**src/rtl/csr_split_pkg.sv**
```systemverilog
package csr_split_pkg;
  localparam int WORD_W       = 32;
  localparam int LANES        = WORD_W / 8;
  localparam int LANE_IDX_W   = $clog2(LANES);
  localparam int SIZE_W       = $clog2(LANES) + 1;
  localparam int CMD_BUSY_BIT = 31;
  localparam int CMD_RD_BIT   = 30;
  localparam int CMD_SIZE_LSB = 16;
  localparam int CMD_SIZE_W   = 8;
  localparam int CMD_ADDR_W   = 16;

  typedef enum logic [3:0] {
    S_IDLE,
    S_GATHER,
    S_PUT_DATA,
    S_PUT_CMD,
    S_POLL,
    S_GET_DATA,
    S_EMIT,
    S_STEP,
    S_DONE
  } seq_state_t;
endpackage

```
**src/rtl/csr_chunk_sizer.sv**
```systemverilog
module csr_chunk_sizer
  import csr_split_pkg::*;
#(
  parameter int ADDR_W = 16,
  parameter int LEN_W  = 16
) (
  input  logic [ADDR_W-1:0] addr,
  input  logic [LEN_W-1:0]  remain,
  output logic [SIZE_W-1:0] size
);
  logic [SIZE_W-1:0] tentative;

  always_comb begin
    if (remain > LEN_W'(LANES - 1)) tentative = SIZE_W'(LANES);
    else                            tentative = SIZE_W'(remain);
  end

  always_comb begin
    if (addr[0]) begin
      size = SIZE_W'(1);
    end else if (addr[1]) begin
      size = tentative[0] ? SIZE_W'(1) : SIZE_W'(2);
    end else if (tentative == SIZE_W'(3)) begin
      size = SIZE_W'(1);
    end else begin
      size = tentative;
    end
  end
endmodule

```
**src/rtl/csr_byte_lanes.sv**
```systemverilog
module csr_byte_lanes
  import csr_split_pkg::*;
(
  input  logic [WORD_W-1:0]     word_in,
  input  logic [LANE_IDX_W-1:0] lane,
  input  logic [7:0]            byte_in,
  output logic [WORD_W-1:0]     word_ins,
  output logic [7:0]            byte_out
);
  for (genvar g = 0; g < LANES; g++) begin : g_lane
    assign word_ins[g*8 +: 8] = (lane == LANE_IDX_W'(g)) ? byte_in : word_in[g*8 +: 8];
  end

  always_comb begin
    byte_out = '0;
    for (int i = 0; i < LANES; i++) begin
      if (lane == LANE_IDX_W'(i)) byte_out = word_in[i*8 +: 8];
    end
  end
endmodule

```
**src/rtl/csr_split_fsm.sv**
```systemverilog
module csr_split_fsm
  import csr_split_pkg::*;
#(
  parameter int              ADDR_W    = 16,
  parameter int              LEN_W     = 16,
  parameter int              REG_AW    = 16,
  parameter logic [15:0]     PRAM_BASE = 16'h1000,
  parameter logic [15:0]     DATA_REG  = 16'h0300,
  parameter logic [15:0]     CMD_REG   = 16'h0304
) (
  input  logic                  clk,
  input  logic                  rst_n,
  input  logic                  start,
  input  logic                  req_write,
  input  logic [ADDR_W-1:0]     req_addr,
  input  logic [LEN_W-1:0]      req_len,
  output logic                  busy,
  output logic                  done,
  output logic                  pram_start,
  output logic                  wr_take,
  input  logic [7:0]            wr_byte,
  output logic                  rd_valid,
  output logic [7:0]            rd_byte,
  output logic                  reg_req,
  output logic                  reg_wr,
  output logic [REG_AW-1:0]     reg_addr,
  output logic [WORD_W-1:0]     reg_wdata,
  input  logic                  reg_ack,
  input  logic [WORD_W-1:0]     reg_rdata,
  output logic [ADDR_W-1:0]     cur_addr,
  output logic [LEN_W-1:0]      cur_remain,
  input  logic [SIZE_W-1:0]     piece_size,
  output logic [WORD_W-1:0]     lane_word,
  output logic [LANE_IDX_W-1:0] lane_sel,
  input  logic [WORD_W-1:0]     lane_word_ins,
  input  logic [7:0]            lane_byte_out
);
  seq_state_t            state_q, state_d;
  logic [ADDR_W-1:0]     addr_q, addr_d;
  logic [LEN_W-1:0]      rem_q, rem_d;
  logic                  wr_q, wr_d;
  logic [LANE_IDX_W-1:0] k_q, k_d;
  logic [WORD_W-1:0]     data_q, data_d;
  logic                  rdv_q, rdv_d;
  logic [7:0]            rdb_q, rdb_d;
  logic                  ctx_en, data_en, k_en, rdb_en;
  logic                  last_lane;
  logic [WORD_W-1:0]     cmd_word;

  assign cur_addr   = addr_q;
  assign cur_remain = rem_q;
  assign lane_word  = data_q;
  assign lane_sel   = k_q;
  assign last_lane  = ({1'b0, k_q} == (piece_size - SIZE_W'(1)));

  always_comb begin
    cmd_word = '0;
    cmd_word[CMD_BUSY_BIT] = 1'b1;
    cmd_word[CMD_RD_BIT]   = ~wr_q;
    cmd_word[CMD_SIZE_LSB +: CMD_SIZE_W] = CMD_SIZE_W'(piece_size);
    cmd_word[CMD_ADDR_W-1:0] = CMD_ADDR_W'(addr_q);
  end

  // next-state process
  always_comb begin
    state_d    = state_q;
    addr_d     = addr_q;
    rem_d      = rem_q;
    wr_d       = wr_q;
    k_d        = k_q;
    data_d     = data_q;
    rdv_d      = 1'b0;
    rdb_d      = rdb_q;
    ctx_en     = 1'b0;
    data_en    = 1'b0;
    k_en       = 1'b0;
    rdb_en     = 1'b0;
    pram_start = 1'b0;
    wr_take    = 1'b0;
    done       = 1'b0;
    unique case (state_q)
      S_IDLE: begin
        if (start) begin
          if (req_addr >= ADDR_W'(PRAM_BASE)) begin
            pram_start = 1'b1;
          end else begin
            ctx_en  = 1'b1;
            data_en = 1'b1;
            k_en    = 1'b1;
            addr_d  = req_addr;
            rem_d   = req_len;
            wr_d    = req_write;
            k_d     = '0;
            data_d  = '0;
            if (req_len == '0)  state_d = S_DONE;
            else if (req_write) state_d = S_GATHER;
            else                state_d = S_PUT_CMD;
          end
        end
      end
      S_GATHER: begin
        wr_take = 1'b1;
        data_en = 1'b1;
        k_en    = 1'b1;
        data_d  = lane_word_ins;
        k_d     = k_q + LANE_IDX_W'(1);
        if (last_lane) state_d = S_PUT_DATA;
      end
      S_PUT_DATA: begin
        if (reg_ack) state_d = S_PUT_CMD;
      end
      S_PUT_CMD: begin
        if (reg_ack) state_d = S_POLL;
      end
      S_POLL: begin
        if (reg_ack && !reg_rdata[CMD_BUSY_BIT]) state_d = wr_q ? S_STEP : S_GET_DATA;
      end
      S_GET_DATA: begin
        if (reg_ack) begin
          data_en = 1'b1;
          k_en    = 1'b1;
          data_d  = reg_rdata;
          k_d     = '0;
          state_d = S_EMIT;
        end
      end
      S_EMIT: begin
        rdv_d  = 1'b1;
        rdb_en = 1'b1;
        rdb_d  = lane_byte_out;
        k_en   = 1'b1;
        k_d    = k_q + LANE_IDX_W'(1);
        if (last_lane) state_d = S_STEP;
      end
      S_STEP: begin
        ctx_en  = 1'b1;
        data_en = 1'b1;
        k_en    = 1'b1;
        addr_d  = addr_q + ADDR_W'(piece_size);
        rem_d   = rem_q - LEN_W'(piece_size);
        k_d     = '0;
        data_d  = '0;
        if (rem_q == LEN_W'(piece_size)) state_d = S_DONE;
        else if (wr_q)                   state_d = S_GATHER;
        else                             state_d = S_PUT_CMD;
      end
      S_DONE: begin
        done    = 1'b1;
        state_d = S_IDLE;
      end
      default: state_d = S_IDLE;
    endcase
  end

  // register process
  always_ff @(posedge clk or negedge rst_n) begin
    if (!rst_n) begin
      state_q <= S_IDLE;
      addr_q  <= '0;
      rem_q   <= '0;
      wr_q    <= 1'b0;
      k_q     <= '0;
      data_q  <= '0;
      rdv_q   <= 1'b0;
      rdb_q   <= '0;
    end else begin
      state_q <= state_d;
      rdv_q   <= rdv_d;
      if (ctx_en) begin
        addr_q <= addr_d;
        rem_q  <= rem_d;
        wr_q   <= wr_d;
      end
      if (data_en) data_q <= data_d;
      if (k_en)    k_q    <= k_d;
      if (rdb_en)  rdb_q  <= rdb_d;
    end
  end

  assign busy     = (state_q != S_IDLE);
  assign rd_valid = rdv_q;
  assign rd_byte  = rdb_q;

  always_comb begin
    reg_req   = 1'b0;
    reg_wr    = 1'b0;
    reg_addr  = REG_AW'(CMD_REG);
    reg_wdata = '0;
    unique case (state_q)
      S_PUT_DATA: begin
        reg_req   = 1'b1;
        reg_wr    = 1'b1;
        reg_addr  = REG_AW'(DATA_REG);
        reg_wdata = data_q;
      end
      S_PUT_CMD: begin
        reg_req   = 1'b1;
        reg_wr    = 1'b1;
        reg_wdata = cmd_word;
      end
      S_POLL: begin
        reg_req = 1'b1;
      end
      S_GET_DATA: begin
        reg_req  = 1'b1;
        reg_addr = REG_AW'(DATA_REG);
      end
      default: ;
    endcase
  end
endmodule

```
**src/rtl/csr_range_splitter.sv**
```systemverilog
module csr_range_splitter
  import csr_split_pkg::*;
#(
  parameter int          ADDR_W    = 16,
  parameter int          LEN_W     = 16,
  parameter int          REG_AW    = 16,
  parameter logic [15:0] PRAM_BASE = 16'h1000,
  parameter logic [15:0] DATA_REG  = 16'h0300,
  parameter logic [15:0] CMD_REG   = 16'h0304
) (
  input  logic              clk,
  input  logic              rst_n,
  input  logic              start,
  input  logic              req_write,
  input  logic [ADDR_W-1:0] req_addr,
  input  logic [LEN_W-1:0]  req_len,
  output logic              busy,
  output logic              done,
  output logic              pram_start,
  output logic              wr_take,
  input  logic [7:0]        wr_byte,
  output logic              rd_valid,
  output logic [7:0]        rd_byte,
  output logic              reg_req,
  output logic              reg_wr,
  output logic [REG_AW-1:0] reg_addr,
  output logic [WORD_W-1:0] reg_wdata,
  input  logic              reg_ack,
  input  logic [WORD_W-1:0] reg_rdata
);
  logic [1:0]            rst_sync_q;
  logic                  rst_int_n;
  logic [ADDR_W-1:0]     cur_addr;
  logic [LEN_W-1:0]      cur_remain;
  logic [SIZE_W-1:0]     piece_size;
  logic [WORD_W-1:0]     lane_word, lane_word_ins;
  logic [LANE_IDX_W-1:0] lane_sel;
  logic [7:0]            lane_byte_out;

  always_ff @(posedge clk or negedge rst_n) begin
    if (!rst_n) rst_sync_q <= 2'b00;
    else        rst_sync_q <= {rst_sync_q[0], 1'b1};
  end
  assign rst_int_n = rst_sync_q[1];

  csr_chunk_sizer #(.ADDR_W(ADDR_W), .LEN_W(LEN_W)) u_sizer (
    .addr   (cur_addr),
    .remain (cur_remain),
    .size   (piece_size)
  );

  csr_byte_lanes u_lanes (
    .word_in  (lane_word),
    .lane     (lane_sel),
    .byte_in  (wr_byte),
    .word_ins (lane_word_ins),
    .byte_out (lane_byte_out)
  );

  csr_split_fsm #(
    .ADDR_W(ADDR_W), .LEN_W(LEN_W), .REG_AW(REG_AW),
    .PRAM_BASE(PRAM_BASE), .DATA_REG(DATA_REG), .CMD_REG(CMD_REG)
  ) u_fsm (
    .clk           (clk),
    .rst_n         (rst_int_n),
    .start         (start),
    .req_write     (req_write),
    .req_addr      (req_addr),
    .req_len       (req_len),
    .busy          (busy),
    .done          (done),
    .pram_start    (pram_start),
    .wr_take       (wr_take),
    .wr_byte       (wr_byte),
    .rd_valid      (rd_valid),
    .rd_byte       (rd_byte),
    .reg_req       (reg_req),
    .reg_wr        (reg_wr),
    .reg_addr      (reg_addr),
    .reg_wdata     (reg_wdata),
    .reg_ack       (reg_ack),
    .reg_rdata     (reg_rdata),
    .cur_addr      (cur_addr),
    .cur_remain    (cur_remain),
    .piece_size    (piece_size),
    .lane_word     (lane_word),
    .lane_sel      (lane_sel),
    .lane_word_ins (lane_word_ins),
    .lane_byte_out (lane_byte_out)
  );
endmodule

```
**config.mk**
```make
export PLATFORM = sky130hd
export DESIGN_NAME = csr_range_splitter
export DESIGN_NICKNAME = d
export VERILOG_FILES = /design/src/rtl/csr_split_pkg.sv /design/src/rtl/csr_chunk_sizer.sv /design/src/rtl/csr_byte_lanes.sv /design/src/rtl/csr_split_fsm.sv /design/src/rtl/csr_range_splitter.sv
export SDC_FILE = /design/constraint.sdc
export NUM_CORES = 1
export LEC_CHECK = 0
export ABC_AREA = 1
export BUFFER_PORTS_ARGS = -buffer_cell sky130_fd_sc_hd__buf_2
export CORE_ASPECT_RATIO = 0.9
export CORE_MARGIN = 3
export CORE_UTILIZATION = 49
export DETAILED_ROUTE_END_ITERATION = 8
export GPL_ROUTABILITY_DRIVEN = 1
export PLACE_DENSITY = 0.77
export SLEW_MARGIN = 20
export SYNTH_ARGS = -nofsm -noshare
export SYNTH_HDL_FRONTEND = slang
export SYNTH_SLANG_ARGS = --single-unit
```
**constraint.sdc**
```tcl
create_clock -name clk -period 2.3 [get_ports clk]
set_input_delay 0.345 -clock clk [delete_from_list [all_inputs] [get_ports clk]]
set_output_delay 0.345 -clock clk [all_outputs]
set_load 0.005 [all_outputs]
```
Yosys cells after proc, flatten, opt, wreduce, memory -nomap -nowiden
Index checks and enable logic that the tools add are counted.
{"block": "totals", "n_memories": 0, "ramBits": 0, "wordCells": 127, "regBits": 82, "latch_bits": 0, "romBits": 0, "out_inout_bits": 63}
{"block": "classes", "shift": 0, "n_bitwise": 2, "n_eq_ne": 26, "multipliers": 0, "reduce_logical": 24, "div_mod_pow": 0, "n_lt_le_gt_ge": 2, "muxes": 57, "addsub": 4}
{"op": "$pmux 32 s4", "count": 1}
{"op": "$mux 32", "count": 3}
{"op": "$mux 16", "count": 4}
{"op": "$mux 8", "count": 8}
{"op": "$pmux 16 s2", "count": 2}
{"op": "$pmux 32 s2", "count": 1}
{"op": "$mux 4", "count": 10}
{"op": "$pmux 4 s8", "count": 1}
{"op": "$reduce_and 6->1", "count": 4}
{"op": "$add 16x3->16", "count": 1}
{"op": "$eq 16x3->1", "count": 1}
{"op": "$eq 4x3->1 const B", "count": 4}
{"op": "$ge 16x13->1 const B", "count": 1}
{"op": "$gt 16x2->1 const B", "count": 1}
{"op": "$logic_not 16->1", "count": 1}
{"op": "$sub 16x3->16", "count": 1}
{"op": "$mux 3", "count": 5}
{"op": "$mux 2", "count": 7}
{"op": "$ne 2x1->1 const B", "count": 7}
{"op": "$reduce_bool 4->1", "count": 3}
{"op": "$mux 1", "count": 11}
{"op": "$ne 2x2->1 const B", "count": 5}
{"op": "$eq 4x2->1 const B", "count": 2}
{"op": "$pmux 2 s4", "count": 1}
{"op": "other kinds (23)", "count": 30}

Longest topological paths before layout
Gate-level depths: netlist (run 1).
{"block": "depth", "depth_word": 10, "mapped_depth": 21, "mapped_depth_nobuf": 21}

By module
A second synthesis (run 1) with hierarchy kept.
{"block": "hier_totals", "cells_unflattened": 943, "area_unflattened_um2": 6308.6}
{"mod": "csr_split_fsm", "area_each_um2": 5377.7, "seq_area_each_um2": 2001.9, "instances": 1, "cells_per_inst": 788}
{"mod": "csr_byte_lanes", "area_each_um2": 769.5, "seq_area_each_um2": 0.0, "instances": 1, "cells_per_inst": 127}
{"mod": "csr_chunk_sizer", "area_each_um2": 107.6, "seq_area_each_um2": 0.0, "instances": 1, "cells_per_inst": 25}
{"mod": "csr_range_splitter", "area_each_um2": 53.8, "seq_area_each_um2": 50.0, "instances": 1, "cells_per_inst": 3}

Worst setup path after synthesis (run 1)
No wires, ideal clock.
{"block": "synth_path", "path_kind": "flip-flop to flip-flop", "start": "register u_fsm.rem_q[12], in the netlist u_fsm.cur_remain[12]", "end": "register u_fsm.addr_q[15], in the netlist u_fsm.cur_addr[15]", "period_less_slack_ns": 2.647, "n_path_buf": 0, "path_slack_ns": -0.347, "required_time_ns": 2.182, "stages_incl_launch_ff": 18, "arrival_time_ns": 2.529, "cell_sequence": "dfrtp_1 nor2_1 nand2_1 nor2_1 nand3_1 nand2_1 inv_1 o21ai_0 inv_1 ha_1 nand3_1 nand3_1 nand3_1 nor2_1 nand4_1 or2_2 nand3_1 nand2_1"}
{"block": "synth_between", "elab_chain_len": 8}
{"item": "start, declared", "line_no": "csr_split_fsm.sv:40", "rtl": "logic [LEN_W-1:0] rem_q, rem_d;"}
{"item": "start signal, assigned", "line_no": "csr_split_fsm.sv:171", "rtl": "rem_q <= rem_d;"}
{"item": "$gt 16x2->1 (*)", "line_no": "csr_chunk_sizer.sv:14", "rtl": "if (remain > LEN_W'(LANES - 1)) tentative = SIZE_W'(LANES);"}
{"item": "$mux 3 (*)", "line_no": "csr_chunk_sizer.sv:14"}
{"item": "$eq 3x2->1", "line_no": "csr_chunk_sizer.sv:23", "rtl": "end else if (tentative == SIZE_W'(3)) begin"}
{"item": "$mux 3", "line_no": "csr_chunk_sizer.sv:23"}
{"item": "$mux 3 (*)", "line_no": "csr_chunk_sizer.sv:21", "rtl": "end else if (addr[1]) begin"}
{"item": "$mux 3 (*)", "line_no": "csr_chunk_sizer.sv:19", "rtl": "if (addr[0]) begin"}
{"item": "$add 16x3->16 (*)", "line_no": "csr_split_fsm.sv:139", "rtl": "addr_d = addr_q + ADDR_W'(piece_size);"}
{"item": "$pmux 16 s2 (*)", "line_no": "csr_split_fsm.sv:81", "rtl": "unique case (state_q)"}
{"item": "end signal, assigned", "line_no": "csr_split_fsm.sv:170", "rtl": "addr_q <= addr_d;"}
{"item": "end, declared", "line_no": "csr_split_fsm.sv:39", "rtl": "logic [ADDR_W-1:0] addr_q, addr_d;"}
Every way passes the cells marked *; elsewhere a longest branch is shown, timed or not.
A chain may end at the register's enable or synchronous reset.

Final worst setup path (run 1)
{"block": "layout_path", "start": "register u_fsm.rem_q[8], in the netlist u_fsm.cur_remain[8]", "end": "register u_fsm.rem_q[12], in the netlist u_fsm.cur_remain[12]"}
{"block": "layout_between", "elab_chain_len": 8}
{"item": "$gt 16x2->1", "line_no": "csr_chunk_sizer.sv:14"}
{"item": "$mux 3", "line_no": "csr_chunk_sizer.sv:14"}
{"item": "$eq 3x2->1", "line_no": "csr_chunk_sizer.sv:23"}
{"item": "$mux 3", "line_no": "csr_chunk_sizer.sv:23"}
{"item": "$mux 3", "line_no": "csr_chunk_sizer.sv:21"}
{"item": "$mux 3", "line_no": "csr_chunk_sizer.sv:19"}
{"item": "$sub 16x3->16 (*)", "line_no": "csr_split_fsm.sv:140", "rtl": "rem_d = rem_q - LEN_W'(piece_size);"}
{"item": "$pmux 16 s2 (*)", "line_no": "csr_split_fsm.sv:81"}
Marked as above.

==> flow_results.org, run 1 <==
** Die
- Measured along the x axis, the die boundary spans 119 um.
- For this design the top-level I/O count stands at 140.
- The floorplan step defined a core boundary enclosing 11000 um^2.
- Die outline height :: 108 um
- The initial utilization of the core area, before any placement, comes to 51.1%.
- Full die area :: 12800 um^2
- Number of core rows :: 36

** Clocking
- The longest clock path from root to sink contains 2 buffers.
- The clock drives 82 sinks.
- Buffers inserted during clock tree synthesis total 9.
- After clock tree synthesis, the clock-pin slew on the worst setup and hold paths is 0.07 ns.
- In this run the clock root is driven by a sky130_fd_sc_hd__clkbuf_16.
- The H-tree was split into 3 levels.
- At the later pin of the worst-skew pair, clock insertion delay measures 0.34 ns.
- TritonCTS clock tree :: done

** Critical path
- STA puts the critical path data arrival time at 2.79 ns.
- Max incr delay on CP :: 0.40 ns
- Setup crit start kind :: register
- On the critical path the largest part of the delay comes from simple AND/OR/NAND/NOR gates.
- Depth of the worst register-to-register path :: 15
- In this run the critical register-to-register path is captured at u_fsm.cur_remain[12].
- The critical path is of the register to register type.
- Required time at the endpoint of the critical path :: 2.53 ns
- Traced cell by cell, the critical path runs through nor2_2 -> nand2_2 -> nor2_4 -> nand3_2 -> nand2_2 -> ha_1 -> inv_1 -> fa_2 -> nand2_2 -> nand2_4 -> nor2_4 -> nand3_4 -> xor2_1 -> o21ai_1 -> o21ai_1.
- Critical-path cell with the highest stage delay :: sky130_fd_sc_hd__dfrtp_1
- Worst Setup EP :: u_fsm.cur_remain[12]
- Buf/Inv on CP :: 1
- Stages on worst setup path :: 15
- Launch point of the worst path :: u_fsm.cur_remain[8]
- The worst setup path is captured at a register.
- Across all register-to-register paths, the minimum setup slack is -0.27 ns.
- Counting stages on the worst path, the most repeated cell is sky130_fd_sc_hd__nand2_2.
- Along the worst path, the maximum fanout reaches 3.
- Source of the worst register-to-register timing path :: u_fsm.cur_remain[8]

** Global routing
- Initial antenna violation count :: 1
- First-pass GRT wire length :: 27500 um
- Vias in the first global route :: 5574
- Maximum number of pins on one net before global-route repair :: 42
- After global routing the overflow that remains totals 0.
- Tot GR Track Use :: 27.0%

** Min path
- The min-delay analysis places its worst path in the category input port to register.

** Synthesis
- Of the synthesized area, sequential elements account for 36.4%.
- The synthesized design spends more area on one cell type than any other, namely sky130_fd_sc_hd__dfrtp_1.
- The synthesized design devotes to its leading area cell type 36.4% of total area.
- Seq cells post-synth :: 82
- Cell area after synthesis :: 5640 um^2
- The Yosys step of the flow raised 0 warnings.
- Leading register cell type out of synthesis :: sky130_fd_sc_hd__dfrtp_1
- Unique cell type count in the Yosys netlist :: 47
- In this run, synthesis inferred 0 flip-flops with an integrated enable.
- Syn avg cell area :: 6.90 um^2
- Most frequent cells after synthesis :: sky130_fd_sc_hd__nand2_1, sky130_fd_sc_hd__dfrtp_1, sky130_fd_sc_hd__nor2_1, sky130_fd_sc_hd__inv_1, sky130_fd_sc_hd__o21ai_0
- Top post-synthesis cells by area :: sky130_fd_sc_hd__dfrtp_1, sky130_fd_sc_hd__nand2_1, sky130_fd_sc_hd__o21ai_0
- Most instantiated library cell after synthesis :: sky130_fd_sc_hd__nand2_1
- For this run, asynchronously set or reset flops after synthesis account for 100%.
- Synthesized instance count :: 818

** STA
- Fin Clk Skew :: 0.00816 ns
- Final setup violation count :: 28
- Measured against its own limit, the worst slew margin works out to 59.3%.
- Final max-slew violation count :: 0
- Derived from the worst setup path, the maximum achievable clock frequency is 390 MHz.
- Aggregate negative setup slack :: -3.96 ns
- Dividing the final minimum period by the clock period gives 112%.
- Shortest clock period the worst path allows after layout :: 2.57 ns
- For the pin with the worst max-slew slack, the measured transition is 0.606 ns.
- RSZ-0062 raised after global routing :: yes
- Total count of hold-check failures in the final report :: 0
- After layout, the worst setup slack is -0.266 ns.

** Final layout
- The post-route netlist has 31.0% of its cells at a drive strength greater than 1.
- Area of all sequential standard cells :: 2060 um^2
- Finished Cell Area :: 7380 um^2
- Diode count :: 0
- Layout Area Growth over Synthesis :: 30.8%
- Final std cells w/o fill :: 1145
- Area used by multi-input combinational logic :: 3400 um^2
- Final cell utilization of the core :: 66.9%
- Number of filler cells placed in the layout :: 947
- In the final design database the tool counted 1076 nets.

** Job
- Max-cap violations in this run came to 0.

** Routing
- Drt first pass iters :: 5
- Initial detailed-routing violation count :: 683
- Average detailed-routed wire length per instance :: 15.4 um
- Using the TritonRoute via totals, the vias-per-cell ratio works out to 5.37.
- Count of nets left with antenna violations after detail routing :: 0
- The routed design has 17600 um of wire.
- Summing over every cut layer, the via total after detailed routing is 6146.
- Number of remaining DRC errors :: 0
- Total met3 wirelength after detailed routing :: 1360 um
- Uppermost layer routed :: met5
- The detailed router put a total of 7880 um of wire on met1.
- Summed over all nets, wire length on met2 after detailed routing comes to 8010 um.

** Power and ir drop
- Summed over all cells, the static leakage comes to 0.00383 uW.
- Worst vdd rail ir drop :: 0.766 mV
- Power spread over the standard cell area amounts to 1320 nW/um^2.

** Placement
- Buffers on Ports :: 124
- Detailed placer's ending HPWL :: 12800 um
- Number of placed cells counting well taps :: 1111
- Total cell area at the placement stage :: 6720 um^2
- Routability Congestion :: 0.946

** Status
- Run status :: finished, violations left
- The final reports fail on setup timing.
metrics by stage:
step | hold slack, ns | setup slack, ns | total power [uW]
floorplan | 0.0494 | -0.0785 | 5890
global placement | 0.132 | -0.209 | 7490
detailed placement | 0.131 | -0.311 | 7570
CTS | 0.266 | -0.134 | 9300
global route | 0.308 | -0.426 | 10500
finish | 0.295 | -0.266 | 9740
where the power goes:
| group | internal (uW) | switching (uW) |
|---|---|---|
| clock network | 773 | 635 |
| registers | 2040 | 545 |
| logic | 2290 | 3460 |
cells by family after synthesis:
logic type	count (synthesis)	synth area share (%)
adder cells (fa/ha/maj)	11	2.57
XOR/XNOR	8	1.24
flip-flops	82	36.4
AO/OA/AOI/OAI	153	16.0
AND/OR/NAND/NOR	433	33.4
buffers and inverters	129	10.3
other	2	0.133
worst min-delay path by stage:
stage | cells past startpoint | end | slack, ns | startpoint
global placement | 1 | rst_sync_q[0] | 0.13 | rst_n
detailed placement | 1 | rst_sync_q[0] | 0.13 | rst_n
CTS | 3 | u_fsm.cur_addr[6] | 0.27 | req_addr[6]
floorplan | 0 | rst_sync_q[0] | 0.05 | rst_n
global route | 3 | u_fsm.wr_q | 0.31 | req_write
finish | 3 | u_fsm.cur_addr[6] | 0.30 | req_addr[6]
timing repair:
action	4_1_cts	5_1_grt
hold buffers	1	0
resized for setup	37	38
endpoints found under the setup margin	33	34
setup buffers	10	8
hold endpoints to repair	2	0
pin swaps	24	18
cells in the final DEF (no fill, tap or decap), types with 16 or more instances in the layout:
cell,netlist,layout
sky130_fd_sc_hd__conb_1,2,16
sky130_fd_sc_hd__o21ai_0,70,47
sky130_fd_sc_hd__buf_2,9,124
sky130_fd_sc_hd__nand2_1,253,238
sky130_fd_sc_hd__nor2_1,82,66
sky130_fd_sc_hd__nand2_2,5,19
sky130_fd_sc_hd__dfrtp_1,82,81
sky130_fd_sc_hd__buf_4,16,62
sky130_fd_sc_hd__a21oi_1,39,37
sky130_fd_sc_hd__inv_1,73,69
sky130_fd_sc_hd__o21ai_1,1,19
sky130_fd_sc_hd__nand3_1,58,51
routing by layer:
metal  global-route usage, %  vias to the layer above
li1                        -                     2953
met1                    38.5                     2862
met2                    41.1                      292
met3                    5.36                       37
met4                    8.60                        2
met5                       0                        -
sequential cells by signal, summed over array words and instances, names as in the netlist:
signal            flops
u_fsm.lane_sel        2
u_fsm.cur_remain     16
u_fsm.wr_q            1
u_fsm.state_q         4
u_fsm.cur_addr       16
rst_sync_q            2
u_fsm.lane_word      32
u_fsm.rd_byte         8
u_fsm.rd_valid        1
worst min-delay path, stage by stage:
cell                       delay, ns
sky130_fd_sc_hd__buf_2          0.09
sky130_fd_sc_hd__o211ai_1       0.09
sky130_fd_sc_hd__o21ai_1        0.08
final cells by class:
| cell class | count | area share (%) |
|---|---|---|
| timing repair buffer | 190 | 15.4 |
| clock inverter | 6 | 0.678 |
| sequential | 82 | 27.8 |
| multi-input combinational | 621 | 46.0 |
| tap | 152 | 2.58 |
| inverter | 84 | 4.27 |
| clock buffer | 10 | 3.24 |
No activity file was read; power rests on OpenSTA's default activity.
==> inputs of run 2 (changes only) <==
--- a/config.mk
+++ b/config.mk
@@ -9,10 +9,11 @@
 export BUFFER_PORTS_ARGS = -buffer_cell sky130_fd_sc_hd__buf_2
 export CORE_ASPECT_RATIO = 0.9
 export CORE_MARGIN = 3
-export CORE_UTILIZATION = 49
+export CORE_UTILIZATION = 54
 export DETAILED_ROUTE_END_ITERATION = 8
 export GPL_ROUTABILITY_DRIVEN = 1
-export PLACE_DENSITY = 0.77
+export PLACE_DENSITY = 0.81
+export REMOVE_ABC_BUFFERS = 1
 export SLEW_MARGIN = 20
 export SYNTH_ARGS = -nofsm -noshare
 export SYNTH_HDL_FRONTEND = slang
==> constraint.sdc (replaced) <==
create_clock -name clk -period 2.8 [get_ports clk]
set_input_delay 0.42 -clock clk [delete_from_list [all_inputs] [get_ports clk]]
set_output_delay 0.42 -clock clk [all_outputs]
set_load 0.005 [all_outputs]
==> run 2 against run 1 <==
Setup slack improved by 0.40 ns. Cell area fell by 5.9%. Wire length is 5.4% lower. Register-to-register slack better by 0.40 ns. The run now ends clean. Combinational power down 30%. Largest cell class unchanged. Non-clock buffer count fell by 35. Cell count decreased by 5.3%. Highest routed layer is now met4. Clock power increased by 6%. First-iteration DRC count shrank 23%.
==> flow_results.org, run 2 (synthesized netlist as in run 1, its figures left out) <==
** Status
- Run status :: complete, no violations

** Critical path
- Crit. End Element :: register
- The maximum fanout along the worst path came to 4 (+1).
- The worst setup path is launched from a register.
- The critical path data required time came to 3.04 ns (+0.51 ns).
- Critical path type :: register to register
- Arrival time at the worst endpoint :: 2.90 ns (+0.11 ns)

** Power and ir drop
- The internal portion of total power came to 4100 uW (-20%).
- The power per cell area came to 1100 nW/um^2 (-17%).
- The combinational power share came to 52.6% (-6.4 points).
- Total power after layout :: 7610 uW (-22%)
- Switching share of power :: 46.1% (-1.5 points)
- The maximum vdd ir drop came to 0.715 mV (-6.7%).
- The relative contribution of sequential cells to total power was 27.8% (+1.3 points).
- The reported net switching power was 3510 uW (-24%).
- Share of total power in the clock network :: 19.6% (+5.2 points)
- Leak Pwr :: 0.00368 uW (-3.8%)

** Final layout
- The library cell used most frequently in the layout, excluding fill and tap cells, is sky130_fd_sc_hd__nand2_1.
- From synthesis to final layout, the design area changed by 23.1%.
- The layout filler cell count came to 877 (-7.4%).
- The number of standard cells in the layout, taps in and fillers out came to 1084 (-5.3%).
- Diode count :: 0 (unchanged)
- NumNets Final :: 1041 (-3.3%)
- Commonest non-fill, non-tap cells in the layout :: sky130_fd_sc_hd__nand2_1, sky130_fd_sc_hd__buf_2, sky130_fd_sc_hd__dfrtp_1, sky130_fd_sc_hd__inv_1, sky130_fd_sc_hd__nor2_1
- Final cell utilization of the core :: 70.1% (+3.2 points)
- The fraction of final layout cells with drive strength greater than 1 is 24.4% (-6.6 points).
- Flip-flop count of the largest register after layout :: 32 (unchanged)

** Routing
- The via-per-instance ratio was 5.48 (+2.2%).
- Count of nets left with antenna violations after detail routing :: 0 (unchanged)
- Final wirelength :: 16700 um (-5.4%)
- DR vias :: 5945 (-3.3%)
- Number of remaining DRC errors :: 0 (unchanged)
- Initial detailed-routing violation count :: 526 (-23%)
- Drt first pass iters :: 5 (unchanged)
- The routed length per placed instance is 15.4 um (about the same).

** Clocking
- TritonCTS built the clock tree.
- Insertion delay of the later-clocked pin in the worst-skew pair :: 0.34 ns (about the same)
- Clock Root Buffer :: sky130_fd_sc_hd__clkbuf_16
- Sink count of the clock tree :: 82 (unchanged)
- Clock transition time at the flip-flop clock pins of the worst setup and hold paths :: 0.07 ns (about the same)
- TritonCTS Buffers :: 9 (unchanged)
- Maximum clock insertion buffer count :: 2 (unchanged)
- Number of H-tree levels :: 3 (unchanged)

** STA
- The count of final setup violators is 0 (-100%).
- Final max-slew violation count :: 0 (unchanged)
- Tightest Pin Transition :: 0.660 ns (+0.0536 ns)
- Shortest clock period the worst path allows after layout :: 2.67 ns (+0.0993 ns)
- The worst slew margin relative to its limit came to 55.9% (-3.4 points).
- The highest clock frequency the design can meet came to 375 MHz (-3.7%).
- The part of the cycle the worst path needs is 95.2% (-16 points).
- The worst clock skew on the final layout is 0.00890 ns (+0.000744 ns).
- The count of endpoints failing hold in the final timing report is 0 (unchanged).
- Setup repair after global routing could not meet its margin everywhere.

** Placement
- Detailed placer's ending HPWL :: 12000 um (-6.4%)
- Number of placed cells counting well taps :: 1064 (-4.2%)
- Routability Congestion :: 0.932 (-1.4%)
- The count of buffers inserted at the top-level ports was 124 (unchanged).

** Die
- The starting utilization of the core area came to 56.9% (+5.8 points).
- Die outline height :: 103 um (-4.5%)
- The total I/O pin count came to 140 (unchanged).
- The count of standard-cell rows was 34 (-5.6%).
- Placeable core area :: 9910 um^2 (-10%)
- The overall die width came to 114 um (-4.5%).
- The area of the die was 11700 um^2 (-8.8%).

** Global routing
- Tot GR Track Use :: 27.6% (+0.68 points)
- The via count of the first global-routing pass was 5331 (-4.4%).
- The initial antenna violation count was 0 (-1).
- First-pass GRT wire length :: 25700 um (-6.6%)
- Overflow after GRT :: 0 (unchanged)
- The maximum number of pins on one net before global-route repair is 81 (+93%).

** Job
- The number of violations of the max-capacitance limit is 0 (unchanged).

** Min path
- The min-delay analysis places its worst path in the category register to async pin.
## run 2: cell count changes in the layout (fill, tap and decap cells not counted), sizes merged
cell	before	now
inv	84	83
bufinv	0	4
clkinvlp	2	1
buf	189	154
clkinv	4	2
## run 2: per-layer routing
metal / share of wire (%) / track usage [%]
met3: 7.2 / 5.58
met2: 48 / 45.1
met1: 43 / 38.0
met4: 1.4 / 7.21
met5: 0 / 0
## run 2: area by class of cell
type | count | area, um^2 | share of cell area, %
well taps | 126 | 158 | 2.27
repair buffers | 155 | 876 | 12.6
flip-flops and latches | 82 | 2060 | 29.6
inverters | 84 | 315 | 4.54
clock buffers | 10 | 239 | 3.44
clock inverters | 6 | 136 | 1.96
multi-input cells | 621 | 3170 | 45.6
## run 2: stage by stage
stage	setup TNS, ns	setup WS, ns	instance area [um^2]	hold slack [ns]
finish	0	0.135	6950	0.242
global route	-0.208	-0.0622	6950	0.270
CTS	0	0.0116	6810	0.341
detailed placement	-0.197	-0.0836	6420	0.207
global placement	0	0.0428	6420	0.206
floorplan	0	0.0507	5430	0.124
## run 2: final timing paths
path	start	end	slack (ns)	cells past startpoint
setup / recovery	u_fsm.cur_remain[7]	u_fsm.cur_addr[15]	0.13	17
hold / removal	rst_sync_q[1]	u_fsm.cur_remain[3]	0.24	0
setup reg to reg	u_fsm.cur_remain[7]	u_fsm.cur_addr[15]	0.13	17
hold reg to reg	rst_sync_q[1]	u_fsm.cur_remain[3]	0.24	0
max in group asynchronous	rst_sync_q[1]	u_fsm.lane_word[11]	1.97	1
min in group clk	req_addr[6]	u_fsm.cur_addr[6]	0.34	3
## run 2: what timing repair did
action	4_1_cts	5_1_grt
endpoints found under the setup margin	7	17
buffers inserted	0	2
gates resized for setup	3	23
hold endpoints to repair	2	0
hold buffers	1	0
pin swaps	0	8
## run 2: power groups by stage
stage                     registers [uW]  clock network [uW]  logic (uW)
after floorplan                     2010                   0        2580
after global routing                2180                1550        4450
after detailed placement            2110                   0        3770
after global placement              2090                   0        3710
after CTS                           2090                1500        3810
final                               2120                1490        4000
## run 2: worst max-delay path: stages, from the launching register on
cell,delay (ns)
sky130_fd_sc_hd__dfrtp_1,0.40
sky130_fd_sc_hd__nor2_1,0.12
sky130_fd_sc_hd__nand2_2,0.11
sky130_fd_sc_hd__nor2_2,0.17
sky130_fd_sc_hd__nand3_2,0.10
sky130_fd_sc_hd__nand2_1,0.08
sky130_fd_sc_hd__inv_1,0.09
sky130_fd_sc_hd__o21ai_4,0.10
sky130_fd_sc_hd__inv_1,0.08
sky130_fd_sc_hd__ha_1,0.31
sky130_fd_sc_hd__nand3_1,0.10
sky130_fd_sc_hd__nand3_2,0.14
sky130_fd_sc_hd__nand3_4,0.10
sky130_fd_sc_hd__nor2_4,0.15
sky130_fd_sc_hd__nand4_1,0.10
sky130_fd_sc_hd__or2_2,0.29
sky130_fd_sc_hd__nand3_1,0.07
sky130_fd_sc_hd__nand2_1,0.06
